==> src/rtl/kwd_pkg.sv <==
`timescale 1ns/1ps
package kwd_pkg;
  localparam int REG_W   = 16;
  localparam int WT_W    = 8;
  localparam int WT_LSB  = 8;
  localparam int BIT_SUSP = 0;
  localparam int BIT_EN   = 2;
  localparam int BIT_MODE = 3;
  localparam int BIT_SWRN = 4;
  localparam int ST_SW    = 0;
  localparam int ST_EXP   = 1;
  localparam int ST_W     = 2;

  localparam logic [2:0] OFF_CTRL = 3'h0;
  localparam logic [2:0] OFF_SVC  = 3'h2;
  localparam logic [2:0] OFF_STAT = 3'h4;

  localparam logic [REG_W-1:0] KEY_ARM  = 16'h5555;
  localparam logic [REG_W-1:0] KEY_FIRE = 16'hAAAA;

  typedef enum logic {
    KEY_IDLE  = 1'b0,
    KEY_ARMED = 1'b1
  } keyState_e;

  // Strobes from control to datapath
  typedef struct packed {
    logic            load;        // restart countdown from loadVal
    logic [WT_W-1:0] loadVal;     // step count for any (re)load
    logic            run;         // countdown may advance this cycle
    logic            modeNoReset; // expiry pulses instead of requesting reset
    logic            swReq;       // software reset request qualified
  } strobe_t;
endpackage

==> src/rtl/kwd_keyseq.sv <==
`timescale 1ns/1ps
module kwd_keyseq
  import kwd_pkg::*;
(
  input  logic             clk,
  input  logic             rstN,
  input  logic             svcWr,
  input  logic [REG_W-1:0] wdata,
  output logic             reloadHit
);
  keyState_e keyState;

  assign reloadHit = svcWr && (keyState == KEY_ARMED) && (wdata == KEY_FIRE);

  always_ff @(posedge clk or negedge rstN) begin
    if (!rstN) begin
      keyState <= KEY_IDLE;
    end else if (svcWr) begin
      // first word (re)arms; anything else, including the fire word, disarms
      keyState <= (wdata == KEY_ARM) ? KEY_ARMED : KEY_IDLE;
    end
  end
endmodule

==> src/rtl/kwd_srs_detect.sv <==
`timescale 1ns/1ps
module kwd_srs_detect #(
  parameter int SRS_WIN = 2
) (
  input  logic clk,
  input  logic rstN,
  input  logic lowWr,
  output logic swHit
);
  logic armed;

  assign swHit = lowWr && armed;

  generate
    if (SRS_WIN == 1) begin : g_adjacent
      always_ff @(posedge clk or negedge rstN) begin
        if (!rstN) armed <= 1'b0;
        else       armed <= lowWr && !armed;
      end
    end else begin : g_window
      localparam int AGE_W = $clog2(SRS_WIN);
      logic [AGE_W-1:0] age;

      always_ff @(posedge clk or negedge rstN) begin
        if (!rstN) begin
          armed <= 1'b0;
          age   <= '0;
        end else if (lowWr) begin
          armed <= !armed;
          age   <= '0;
        end else if (armed) begin
          if (age == AGE_W'(SRS_WIN - 1)) armed <= 1'b0;
          else                            age   <= age + 1'b1;
        end
      end
    end
  endgenerate
endmodule

==> src/rtl/kwd_ctrl.sv <==
`timescale 1ns/1ps
module kwd_ctrl
  import kwd_pkg::*;
#(
  parameter int ADDR_W  = 3,
  parameter int SRS_WIN = 2
) (
  input  logic              clk,
  input  logic              rstN,
  input  logic              busSel,
  input  logic              busWr,
  input  logic [ADDR_W-1:0] busAddr,
  input  logic [REG_W-1:0]  busWdata,
  output logic [REG_W-1:0]  busRdata,
  input  logic              lowPower,
  input  logic [ST_W-1:0]   status,
  output strobe_t           strobe,
  output logic              wdeQ,
  output logic              wdzQ,
  output logic              wdzLockQ
);
  logic [WT_W-1:0] wtQ;
  logic            wreQ;
  logic            srsNQ;

  logic hitCtrl, hitSvc, hitStat;
  logic ctrlWr, svcWr, isRead;
  logic enableRise, reloadHit, lowWr, swHit;
  logic [REG_W-1:0] ctrlImage;
  logic [REG_W-1:0] statImage;

  assign hitCtrl = (busAddr == ADDR_W'(OFF_CTRL));
  assign hitSvc  = (busAddr == ADDR_W'(OFF_SVC));
  assign hitStat = (busAddr == ADDR_W'(OFF_STAT));
  assign ctrlWr  = busSel && busWr && hitCtrl;
  assign svcWr   = busSel && busWr && hitSvc;
  assign isRead  = busSel && !busWr;

  assign enableRise = ctrlWr && busWdata[BIT_EN] && !wdeQ;
  assign lowWr      = ctrlWr && !busWdata[BIT_SWRN];

  always_ff @(posedge clk or negedge rstN) begin
    if (!rstN) begin
      wtQ      <= '0;
      wreQ     <= 1'b0;
      wdeQ     <= 1'b0;
      srsNQ    <= 1'b1;
      wdzQ     <= 1'b0;
      wdzLockQ <= 1'b0;
    end else if (ctrlWr) begin
      wtQ   <= busWdata[WT_LSB +: WT_W];
      wreQ  <= busWdata[BIT_MODE];
      wdeQ  <= wdeQ | busWdata[BIT_EN];
      srsNQ <= busWdata[BIT_SWRN];
      if (!wdzLockQ) begin
        wdzQ     <= busWdata[BIT_SUSP];
        wdzLockQ <= 1'b1;
      end
    end
  end

  kwd_keyseq u_key (
    .clk      (clk),
    .rstN     (rstN),
    .svcWr    (svcWr),
    .wdata    (busWdata),
    .reloadHit(reloadHit)
  );

  kwd_srs_detect #(.SRS_WIN(SRS_WIN)) u_srs (
    .clk  (clk),
    .rstN (rstN),
    .lowWr(lowWr),
    .swHit(swHit)
  );

  always_comb begin
    strobe.load        = enableRise || reloadHit;
    strobe.loadVal     = enableRise ? busWdata[WT_LSB +: WT_W] : wtQ;
    strobe.run         = wdeQ && !(wdzQ && lowPower);
    strobe.modeNoReset = wreQ;
    strobe.swReq       = swHit;
  end

  always_comb begin
    ctrlImage = '0;
    ctrlImage[WT_LSB +: WT_W] = wtQ;
    ctrlImage[BIT_SWRN] = srsNQ;
    ctrlImage[BIT_MODE] = wreQ;
    ctrlImage[BIT_EN]   = wdeQ;
    ctrlImage[BIT_SUSP] = wdzQ;
    statImage = '0;
    statImage[ST_W-1:0] = status;
    busRdata = '0;
    if (isRead) begin
      if (hitCtrl)      busRdata = ctrlImage;
      else if (hitStat) busRdata = statImage;
    end
  end
endmodule

==> src/rtl/kwd_datapath.sv <==
`timescale 1ns/1ps
module kwd_datapath
  import kwd_pkg::*;
#(
  parameter int STEP_CYCLES = 16384
) (
  input  logic            clk,
  input  logic            rstN,
  input  logic            porN,
  input  strobe_t         strobe,
  output logic            sysRstReq,
  output logic            expiryPulse,
  output logic [ST_W-1:0] status
);
  localparam int PRE_W = (STEP_CYCLES > 1) ? $clog2(STEP_CYCLES) : 1;
  localparam logic [PRE_W-1:0] PRE_LAST = PRE_W'(STEP_CYCLES - 1);

  logic [PRE_W-1:0] pre;
  logic [WT_W-1:0]  cnt;
  logic             reqQ;
  logic             pulseQ;
  logic [ST_W-1:0]  statusQ;

  logic live, stepDone, expHit, expReset, newReq;

  assign live     = strobe.run && !reqQ;
  assign stepDone = (pre == PRE_LAST);
  assign expHit   = live && stepDone && (cnt == '0) && !strobe.load;
  assign expReset = expHit && !strobe.modeNoReset;
  assign newReq   = expReset || strobe.swReq;

  always_ff @(posedge clk or negedge rstN) begin
    if (!rstN) begin
      pre <= '0;
      cnt <= '0;
    end else if (strobe.load) begin
      pre <= '0;
      cnt <= strobe.loadVal;
    end else if (live) begin
      if (stepDone) begin
        pre <= '0;
        if (cnt == '0) begin
          if (strobe.modeNoReset) cnt <= strobe.loadVal;
        end else begin
          cnt <= cnt - 1'b1;
        end
      end else begin
        pre <= pre + 1'b1;
      end
    end
  end

  always_ff @(posedge clk or negedge rstN) begin
    if (!rstN) begin
      reqQ   <= 1'b0;
      pulseQ <= 1'b0;
    end else begin
      reqQ   <= reqQ || newReq;
      pulseQ <= expHit && strobe.modeNoReset;
    end
  end

  always_ff @(posedge clk or negedge porN) begin
    if (!porN) begin
      statusQ <= '0;
    end else if (newReq && !reqQ) begin
      statusQ[ST_EXP] <= expReset;
      statusQ[ST_SW]  <= strobe.swReq;
    end
  end

  assign sysRstReq   = reqQ;
  assign expiryPulse = pulseQ;
  assign status      = statusQ;
endmodule

==> src/rtl/keyed_watchdog.sv <==
`timescale 1ns/1ps
module keyed_watchdog
  import kwd_pkg::*;
#(
  parameter int ADDR_W      = 3,
  parameter int STEP_CYCLES = 16384,
  parameter int SRS_WIN     = 2
) (
  input  logic              clk,
  input  logic              porN,
  input  logic              rstN,
  input  logic              busSel,
  input  logic              busWr,
  input  logic [ADDR_W-1:0] busAddr,
  input  logic [15:0]       busWdata,
  output logic [15:0]       busRdata,
  input  logic              lowPower,
  output logic              sysRstReq,
  output logic              expiryPulse
);
  logic            coreRstN;
  strobe_t         strobe;
  logic [ST_W-1:0] statusQ;
  logic            wdeQ, wdzQ, wdzLockQ;

  assign coreRstN = rstN & porN;

  kwd_ctrl #(.ADDR_W(ADDR_W), .SRS_WIN(SRS_WIN)) u_ctrl (
    .clk     (clk),
    .rstN    (coreRstN),
    .busSel  (busSel),
    .busWr   (busWr),
    .busAddr (busAddr),
    .busWdata(busWdata),
    .busRdata(busRdata),
    .lowPower(lowPower),
    .status  (statusQ),
    .strobe  (strobe),
    .wdeQ    (wdeQ),
    .wdzQ    (wdzQ),
    .wdzLockQ(wdzLockQ)
  );

  kwd_datapath #(.STEP_CYCLES(STEP_CYCLES)) u_dp (
    .clk        (clk),
    .rstN       (coreRstN),
    .porN       (porN),
    .strobe     (strobe),
    .sysRstReq  (sysRstReq),
    .expiryPulse(expiryPulse),
    .status     (statusQ)
  );
endmodule

==> config.mk <==
export PLATFORM = sky130hd
export DESIGN_NAME = keyed_watchdog
export DESIGN_NICKNAME = d
export VERILOG_FILES = /design/src/rtl/kwd_pkg.sv /design/src/rtl/kwd_keyseq.sv /design/src/rtl/kwd_srs_detect.sv /design/src/rtl/kwd_ctrl.sv /design/src/rtl/kwd_datapath.sv /design/src/rtl/keyed_watchdog.sv
export SDC_FILE = /design/constraint.sdc
export NUM_CORES = 1
export LEC_CHECK = 0
export BUFFER_PORTS_ARGS = -buffer_cell sky130_fd_sc_hd__clkbuf_2
export CAP_MARGIN = 20
export CORE_MARGIN = 4
export CORE_UTILIZATION = 30
export CTS_BUF_LIST = sky130_fd_sc_hd__clkbuf_2 sky130_fd_sc_hd__clkbuf_4 sky130_fd_sc_hd__clkbuf_8
export DETAILED_ROUTE_END_ITERATION = 6
export PLACE_DENSITY = 0.61
export SLEW_MARGIN = 15
export SYNTH_ARGS = -nofsm -noshare
export SYNTH_HDL_FRONTEND = slang
export SYNTH_SLANG_ARGS = --single-unit
==> constraint.sdc <==
create_clock -name clk -period 1.7 [get_ports clk]
set_input_delay 0.085 -clock clk [delete_from_list [all_inputs] [get_ports clk]]
set_output_delay 0.085 -clock clk [all_outputs]
set_load 0.01 [all_outputs]
* Word-level counts from Yosys, hierarchy flattened
Cells that the tools add are included.
** Operators by class
- Add/sub/neg operators :: 3
- Equal/unequal tests :: 6
- Muxes and demuxes :: 19
- Bitwise gates (word level) :: 3
- Reduce and logical (&&, ||, !) cells :: 37
** Operators with widths (count)
- $mux W8 :: 6
- $mux W14 :: 3
- $mux W16 :: 2
- $logic_and A1 B1 Y1 :: 19
- $eq A16 B15 Y1 const B :: 1
- $eq A16 B16 Y1 const B :: 1
- $add A14 B1 Y14 const B :: 1
- $eq A14 B14 Y1 const B :: 1
- $logic_not A1 Y1 :: 8
- $logic_not A8 Y1 :: 1
- $sub A8 B1 Y8 const B :: 1
- $mux W1 :: 7
- $reduce_bool A2 Y1 :: 3
- $eq A3 B2 Y1 const B :: 1
- $eq A3 B3 Y1 const B :: 1
- $logic_not A3 Y1 :: 1
- $logic_or A1 B1 Y1 :: 3
- $ne A3 B2 Y1 const B :: 1
- $reduce_and A3 Y1 :: 1
- $mux W2 :: 1
- $reduce_and A2 Y1 :: 1
- $add A1 B1 Y1 const B :: 1
- $and A1 B1 Y1 :: 1
- $not A1 Y1 :: 1
- $or A1 B1 Y1 :: 1
** Storage, ports and cells
- Register bits after elaboration :: 42
- Input port bits :: 25
- Output and inout bits :: 18
- Logic and storage cells :: 82

* Depth between registers and ports, before layout
Gate-level depths: netlist of the first run.
- Depth in word-level cells :: 10
- Depth in mapped cells :: 8
- Depth with buffers taken out :: 7

* Modules after synthesis
From an unflattened synthesis of the first run, not the netlist that was laid out.
** Unflattened totals
- Cells, all modules :: 262
- Area total of the unflattened synthesis :: 2553.7 um2
** Modules (own cells, without submodules)
- kwd_datapath :: times used 1, cells each 169, area each 1472.7 um2, sequential area each 650.6 um2
- kwd_ctrl :: times used 1, cells each 70, area each 844.6 um2, sequential area each 326.6 um2
- kwd_keyseq :: times used 1, cells each 15, area each 146.4 um2, sequential area each 25.0 um2
- kwd_srs_detect :: times used 1, cells each 7, area each 83.8 um2, sequential area each 50.0 um2
- keyed_watchdog :: times used 1, cells each 1, area each 6.3 um2, sequential area each 0.0 um2

* Worst setup path after synthesis of the first run
No wires, ideal clock.
- Path type :: reg2reg
- Start point :: reg u_dp.reqQ (netlist: u_dp.sysRstReq)
- End point :: reg u_dp.statusQ[0] (netlist: u_dp.status[0])
- Library setup time :: 0.127 ns
- Arrival :: 1.647 ns
- Data required time :: 1.573 ns
- Slack :: -0.074 ns
- Stages on the path, launching flop included :: 6
- Buffers on the path :: 0
- Path through :: dfrtp_1 a211oi_2 nand4_1 or4_1 nand2_1 o21ai_1
** Between the ends
- Cells in the longest elaborated chain, start to end :: 8
** Ends and longest elaborated chain
- start, declared :: line kwd_datapath.sv:20 : logic reqQ;
- start signal, assigned :: line kwd_datapath.sv:58 : reqQ <= reqQ || newReq;
- $logic_not A1 Y1 * :: line kwd_datapath.sv:26, kwd_datapath.sv:66
- $logic_and A1 B1 Y1 :: line kwd_datapath.sv:26 : assign live = strobe.run && !reqQ;
- $logic_and A1 B1 Y1 (3 in series) :: line kwd_datapath.sv:28 : assign expHit = live && stepDone && (cnt == '0) && !strobe.load;
- $logic_and A1 B1 Y1 :: line kwd_datapath.sv:29 : assign expReset = expHit && !strobe.modeNoReset;
- $logic_or A1 B1 Y1 :: line kwd_datapath.sv:30 : assign newReq = expReset || strobe.swReq;
- $logic_and A1 B1 Y1 * :: line kwd_datapath.sv:66 : end else if (newReq && !reqQ) begin
- end signal, assigned by index :: line kwd_datapath.sv:67 : statusQ[ST_EXP] <= expReset;
- end signal, assigned by index :: line kwd_datapath.sv:68 : statusQ[ST_SW] <= strobe.swReq;
- end, declared :: line kwd_datapath.sv:22 : logic [ST_W-1:0] statusQ;
Mark *: on every way between the ends. The rest lies on a longest branch, timed or not.
A chain may end at the register's enable or synchronous reset.

* Worst setup path after layout of the first run
- Start point :: reg u_dp.cnt[2]
- End point :: reg u_dp.cnt[6]
** Between the ends
- Cells in the longest elaborated chain, start to end :: 5
- Elaborated cells on any way between the ends :: 8
- Classes of those cells :: add/sub: 1; eq/ne: 1; mux: 4; reduce/logical: 2
** Ends and longest elaborated chain
- start, declared :: line kwd_datapath.sv:19 : logic [WT_W-1:0] cnt;
- start signal, assigned :: line kwd_datapath.sv:38 : cnt <= strobe.loadVal;
- start signal, assigned :: line kwd_datapath.sv:43 : if (strobe.modeNoReset) cnt <= strobe.loadVal;
- start signal, assigned :: line kwd_datapath.sv:45 : cnt <= cnt - 1'b1;
- $sub A8 B1 Y8 or $logic_not A8 Y1 (tied branches) :: line kwd_datapath.sv:45, kwd_datapath.sv:42
- $mux W8 :: line kwd_datapath.sv:42 : if (cnt == '0) begin
- $mux W8 :: line kwd_datapath.sv:40 : if (stepDone) begin
- $mux W8 :: line kwd_datapath.sv:39 : end else if (live) begin
- $mux W8 :: line kwd_datapath.sv:36 : end else if (strobe.load) begin
Several ways; a longest one is shown, not always the timed one. The select of a mux whose other input is x is not followed.

==> metrics.txt, run 1 <==
status=complete, but fails checks; failing checks=setup timing; Storage cell area=1050 sq um; gpl congestion=0.814; deepest clock path buffer count=2; max-cap violation count=0; largest net degree at the start of global routing=19; Die X=96.9 um; post-route clock period utilization=106%; port buffer count=39; EDFF count, synth=0; Main synth FF type=dfrtp_1; syn avg cell area=9.87 sq um; CTS Sinks=42; CTS H-tree lvls=2; # setup viols final=9; root buf cell=clkbuf_8; CP Cell Sequence=nor4_4 -> nand4_1 -> buf_4 -> nor2_4 -> o21bai_4 -> o21ai_0 -> a32oi_1; Die Ht=96.9 um; num rows=32; post-layout net count=360; initial DRC count=46; synthesized flop and latch total=42; WS Path Type=flip-flop to flip-flop; worst setup margin=-0.110 ns; DP HPWL=4410 um; Via Count=2079; top cells by area, synth=dfrtp_1 (43%), mux2_2 (5.7%), xor2_1 (4.1%); antenna-violating nets left=0; max-slew violations=0; clock period minus worst slack=1.81 ns; cell count after synthesis=240; Synth Cell Area=2370 sq um; crit-path max FO=7; register area share after synthesis=44.4%; yosys warns=0; LEAKAGE=1.53 nW; # IOs=43; crit path launch type=flip-flop; WP data required=1.87 ns; global route total overflow=0; Max VDD drop=0.000502 V; Hold Violations, Final=0; initial antenna violation count=0; Final Skew=0.0116 ns; power per standard cell area=805 nW/um^2; Arr. time, crit path=1.98 ns; Starting Density=30.8%; Cell variety after synth=53; Slowest-stage cell, CP=dfrtp_1; area added between synthesis and finish=39.8%; layout cell share with drive strength beyond 1=42.3%; Num CTS Buffers=5; post-synth top area cell=dfrtp_1; multi-input logic area=1410 sq um; crit path from=u_dp.cnt[2]$_DFFE_PN0P_; Hold WS=0.0575 ns; hold_sp=busWdata[14]; DRC Markers=0; Total GRT Usage=13.0%; drt wl/cell=13.7 um; Worst path max stage delay=0.42 ns; clk_lat worst skew=0.31 ns; Clock transition at path regs=0.09 ns; drt total wl=5950 um; area share of the largest cell type after synthesis=43.3%; FMAX=552 MHz; async set or reset register ratio after synthesis=100%; first-pass GRT wire length=10100 um; CTS tree=built; n_diodes=0; Hold WC Path Type=input pin to flip-flop; fillcell total=770; Post-Route Setup TNS=-0.596 ns; Reg2Reg Launch Point=u_dp.cnt[2]$_DFFE_PN0P_; CP endpoint kind=flip-flop; 1st-pass router iterations=4; vias in the first global route=2148; vias per std cell=4.78; total die area=9380 sq um; Placeable Area=7690 sq um; RSZ-0062 raised after global routing=true
-- critical path, delay by kind of cell, from the launching register on --
kind / cells / cell delay (ns)
AOI/OAI and AO/OA: 3 / 0.32
buffers and inverters: 1 / 0.21
DFF: 1 / 0.42
and+or+nand+nor: 3 / 0.72
-- per-layer routing --
layer,up-vias,global-route usage (%),routed length (um)
li1,1037,-,-
met1,1001,17.3,2890
met2,39,20.9,2830
met3,2,3.60,194
met4,0,3.24,35
met5,-,0,0
-- final cells by class --
class	count	share of cell area [%]
Multi-Input combinational cell	185	42.4
Sequential cell	42	31.8
Timing Repair Buffer	90	18.3
Tap cell	102	3.85
Clock buffer	6	2.30
Inverter	8	0.906
Clock inverter	2	0.415
-- synthesized netlist by cell type, types with 4 or more instances --
master     n
a21oi_1    5
a32oi_1    4
and2_1    12
buf_4      4
dfrtp_1   41
inv_1      7
mux2_2    12
mux2i_1    6
nand2_1   21
nand2b_1   7
nand3_1    9
nand4_1    5
nor2_1    24
nor3_1     4
o21ai_0   12
o221ai_1   4
xor2_1    11
-- layout by cell type, fill, tap and decap left out, types with 5 or more instances in the layout --
master    netlist  layout
buf_4           4      45
dfrtp_1        41      41
clkbuf_2        0      39
nor2_1         24      22
nand2_1        21      20
mux2_2         12      12
xor2_1         11      11
and2_1         12      10
nand3_1         9       9
o21ai_0        12       9
inv_1           7       7
mux2i_1         6       6
o21ai_1         3       6
nand2b_1        7       5
nand4_1         5       5
clkbuf_8        0       5
-- logic make-up (layout without fill, tap and decap cells) --
group / count (synthesis) / count (layout) / share of synthesized area, %
AOI/OAI and AO/OA: 42 / 43 / 12.7
other: 1 / 3 / 0.158
and+or+nand+nor: 106 / 106 / 25.1
DFF: 42 / 42 / 44.4
buffers and inverters: 16 / 106 / 3.22
muxes: 19 / 19 / 8.71
adders and majority gates: 3 / 3 / 1.58
xor gates and xnor gates: 11 / 11 / 4.07
-- flip-flops by register name, indices dropped and copies added (netlist names) --
signal,flops
u_ctrl.wtQ,8
u_dp.expiryPulse,1
u_ctrl.wdzQ,1
u_ctrl.u_key.keyState,1
u_dp.cnt,8
u_dp.sysRstReq,1
u_ctrl.wreQ,1
u_ctrl.u_srs.g_window.age,1
u_ctrl.wdzLockQ,1
u_ctrl.wdeQ,1
u_ctrl.srsNQ,1
u_ctrl.u_srs.armed,1
u_dp.status,2
u_dp.pre,14
-- timing repair --
action                                  in CTS  in global routing
endpoints found under the setup margin      11                 23
buffers inserted                             2                  3
cloned                                       1                  1
pin swaps                                    9                 21
gates resized for setup                     17                 14
hold endpoints to repair                    17                  0
hold buffers                                 2                  0
-- worst paths after layout --
path / slack [ns] / to / cells past startpoint
max reg2reg: -0.11 / u_dp.cnt[6]$_DFFE_PN0P_ / 7
min in group asynchronous: 0.10 / u_dp.status[0]$_DFFE_PN0P_ / 2
max: -0.11 / u_dp.cnt[6]$_DFFE_PN0P_ / 7
max in group asynchronous: 0.70 / u_dp.cnt[3]$_DFFE_PN0P_ / 4
min reg2reg: 0.47 / u_ctrl.wdzLockQ$_DFFE_PN0N_ / 1
min: 0.06 / u_ctrl.wtQ[6]$_DFFE_PN0N_ / 2
-- stage by stage --
step	util (%)	power, W	worst slack (ns)	instance area [sq um]	instances
floorplan	-	0.00166	0.00265	2390	242
global placement	39.1	0.00195	-0.157	3010	418
detailed placement	39.1	0.00197	-0.185	3010	418
CTS	42.0	0.00265	-0.0676	3230	431
global route	43.1	0.00285	-0.238	3310	435
finish	43.1	0.00267	-0.110	3310	435
-- report_power, final --
| part | switching (W) | internal [W] | leakage [nW] |
|---|---|---|---|
| logic | 0.000325 | 0.000379 | 0.961 |
| clock network | 0.000360 | 0.000306 | 0.0486 |
| registers | 0.000119 | 0.00118 | 0.526 |
(Power assumes the default switching activity.)
==> run 2, diff against run 1 <==
--- a/config.mk
+++ b/config.mk
@@ -7,6 +7,7 @@
 export LEC_CHECK = 0
 export BUFFER_PORTS_ARGS = -buffer_cell sky130_fd_sc_hd__clkbuf_2
 export CAP_MARGIN = 20
+export CORE_ASPECT_RATIO = 0.5
 export CORE_MARGIN = 4
 export CORE_UTILIZATION = 30
 export CTS_BUF_LIST = sky130_fd_sc_hd__clkbuf_2 sky130_fd_sc_hd__clkbuf_4 sky130_fd_sc_hd__clkbuf_8
==> metrics.txt, run 2 (same netlist as run 1, synthesis figures left out) <==
Worst path max stage delay=0.41 ns; clock period minus worst slack=1.80 ns; FMAX=556 MHz; total die area=9470 sq um; deepest clock path buffer count=2; CTS H-tree lvls=2; global route total overflow=0; combinational power share=26.2%; Clock transition at path regs=0.09 ns; crit-path max FO=6; post-layout net count=366; first-pass GRT wire length=10600 um; area added between synthesis and finish=43.8%; R2R Setup Slk=-0.1 ns; Via Count=2169; Max VDD drop=0.000337 V; most used cell, CP=mux2i_1; gpl congestion=0.857; RSZ-0062 raised after global routing=true; Largest register FFs=14; CP Cell Sequence=nor4_4 -> nand4_1 -> buf_4 -> nand2b_4 -> buf_6 -> mux2i_1 -> mux2i_1; crit path launch type=flip-flop; post-route clock period utilization=106%; # setup viols final=13; sequential share of power=45.6%; layout cell share with drive strength beyond 1=45.4%; Hold WS=0.0724 ns; relative slew slack=65.1%; Placeable Area=7490 sq um; Slowest-stage cell, CP=dfrtp_1; post-route cell area=3410 sq um; DP Worst Slack=-0.293 ns; port buffer count=39; CP endpoint kind=flip-flop; commonest non-fill, non-tap cell in the layout=buf_4; # IOs=43; n_diodes=0; Largest regs=u_dp.pre (14), u_ctrl.wtQ (8), u_dp.cnt (8); WS Path Type=flip-flop to flip-flop; drt total wl=6260 um; Finished Layout Cells=447; LEAKAGE=1.57 nW; Post-Route Setup TNS=-0.799 ns; num rows=22; antenna-violating nets left=0; Reg with most FFs=u_dp.pre; DRC Markers=0; vias per std cell=4.85; CP bufs+invs=2; worst-margin pin slew=0.523 ns; drt wl/cell=14.0 um; Arr. time, crit path=1.99 ns; CTS Sinks=42; max-cap violation count=0; worst setup margin=-0.0998 ns; vias in the first global route=2254; power per standard cell area=841 nW/um^2; Starting Density=31.7%; clock share of power=28.1%; failing checks=setup timing; Num CTS Buffers=5; # placed instances=424; DP HPWL=4480 um; 1st-pass router iterations=4; CTS tree=built; largest net degree at the start of global routing=41; switch share=28.7%; Hold WC Path Type=input pin to flip-flop; max-slew violations=0; Total GRT Usage=13.8%; Final Skew=0.00964 ns; status=complete, but fails checks; Int Pwr=0.00204 W; net switching power=0.000822 W; Top delay family on crit path=simple AND/OR/NAND/NOR gates; initial antenna violation count=0; WP data required=1.89 ns; Hold Violations, Final=0; clk_lat worst skew=0.30 ns; Post-DP Area=3010 sq um; root buf cell=clkbuf_8; most frequent cells in the layout=buf_4 (52), dfrtp_1 (41), clkbuf_2 (39); Die X=134 um; Die Ht=70.8 um; initial DRC count=134
## run 2: layout make-up
cell class | instances | area [sq um]
Multi-Input combinational cell | 185 | 1430
Clock buffer | 6 | 76.3
Fill cell | 717 | 4080
Clock inverter | 2 | 37.5
Sequential cell | 42 | 1050
Timing Repair Buffer | 96 | 648
Tap cell | 108 | 135
Inverter | 8 | 30.0
## run 2: worst register-to-register path, cell delays in order, from the launching register on
cell      delay [ns]
dfrtp_1         0.41
nor4_4          0.32
nand4_1         0.24
buf_4           0.21
nand2b_4        0.07
buf_6           0.13
mux2i_1         0.21
mux2i_1         0.09
## run 2: worst paths after layout
kind,depth (start not counted),end,start
min in group asynchronous,2,u_dp.status[1]$_DFFE_PN0P_,porN
setup reg to reg,7,u_dp.cnt[0]$_DFFE_PN0P_,u_dp.cnt[2]$_DFFE_PN0P_
hold / removal,2,u_ctrl.wdzQ$_DFFE_PN0P_,busWdata[0]
max in group asynchronous,4,u_ctrl.srsNQ$_DFFE_PN1N_,porN
setup / recovery,7,u_dp.cnt[0]$_DFFE_PN0P_,u_dp.cnt[2]$_DFFE_PN0P_
hold reg to reg,1,u_ctrl.wdzLockQ$_DFFE_PN0N_,u_ctrl.wdzLockQ$_DFFE_PN0N_
## run 2: metal layers
metal / global-route usage (%) / share of wire [%]
met3: 3.05 / 3.4
met5: 0 / 0
met1: 17.7 / 46
met2: 23.4 / 48
met4: 4.45 / 2.3
## run 2: stage by stage
step / power [W] / utilization, %
finish: 0.00287 / 45.5
global route: 0.00304 / 45.5
floorplan: 0.00166 / -
CTS: 0.00284 / 44.3
detailed placement: 0.00199 / 40.3
global placement: 0.00195 / 40.3
## run 2: repair_timing
| action | 4_1_cts | 5_1_grt |
|---|---|---|
| endpoints found under the setup margin | 12 | 22 |
| hold buffers | 2 | 0 |
| endpoints found under the hold margin | 41 | 0 |
| gates cloned | 1 | 0 |
| pin swaps | 8 | 15 |
| setup buffers | 9 | 3 |
| gates resized for setup | 22 | 17 |
## run 2: power by group through the flow
stage,clock network (W),logic [W],registers (W)
floorplan,0,0.000350,0.00131
global placement,0,0.000652,0.00130
detailed placement,0,0.000688,0.00130
CTS,0.000825,0.000723,0.00130
global route,0.000876,0.000840,0.00133
finish,0.000807,0.000752,0.00131
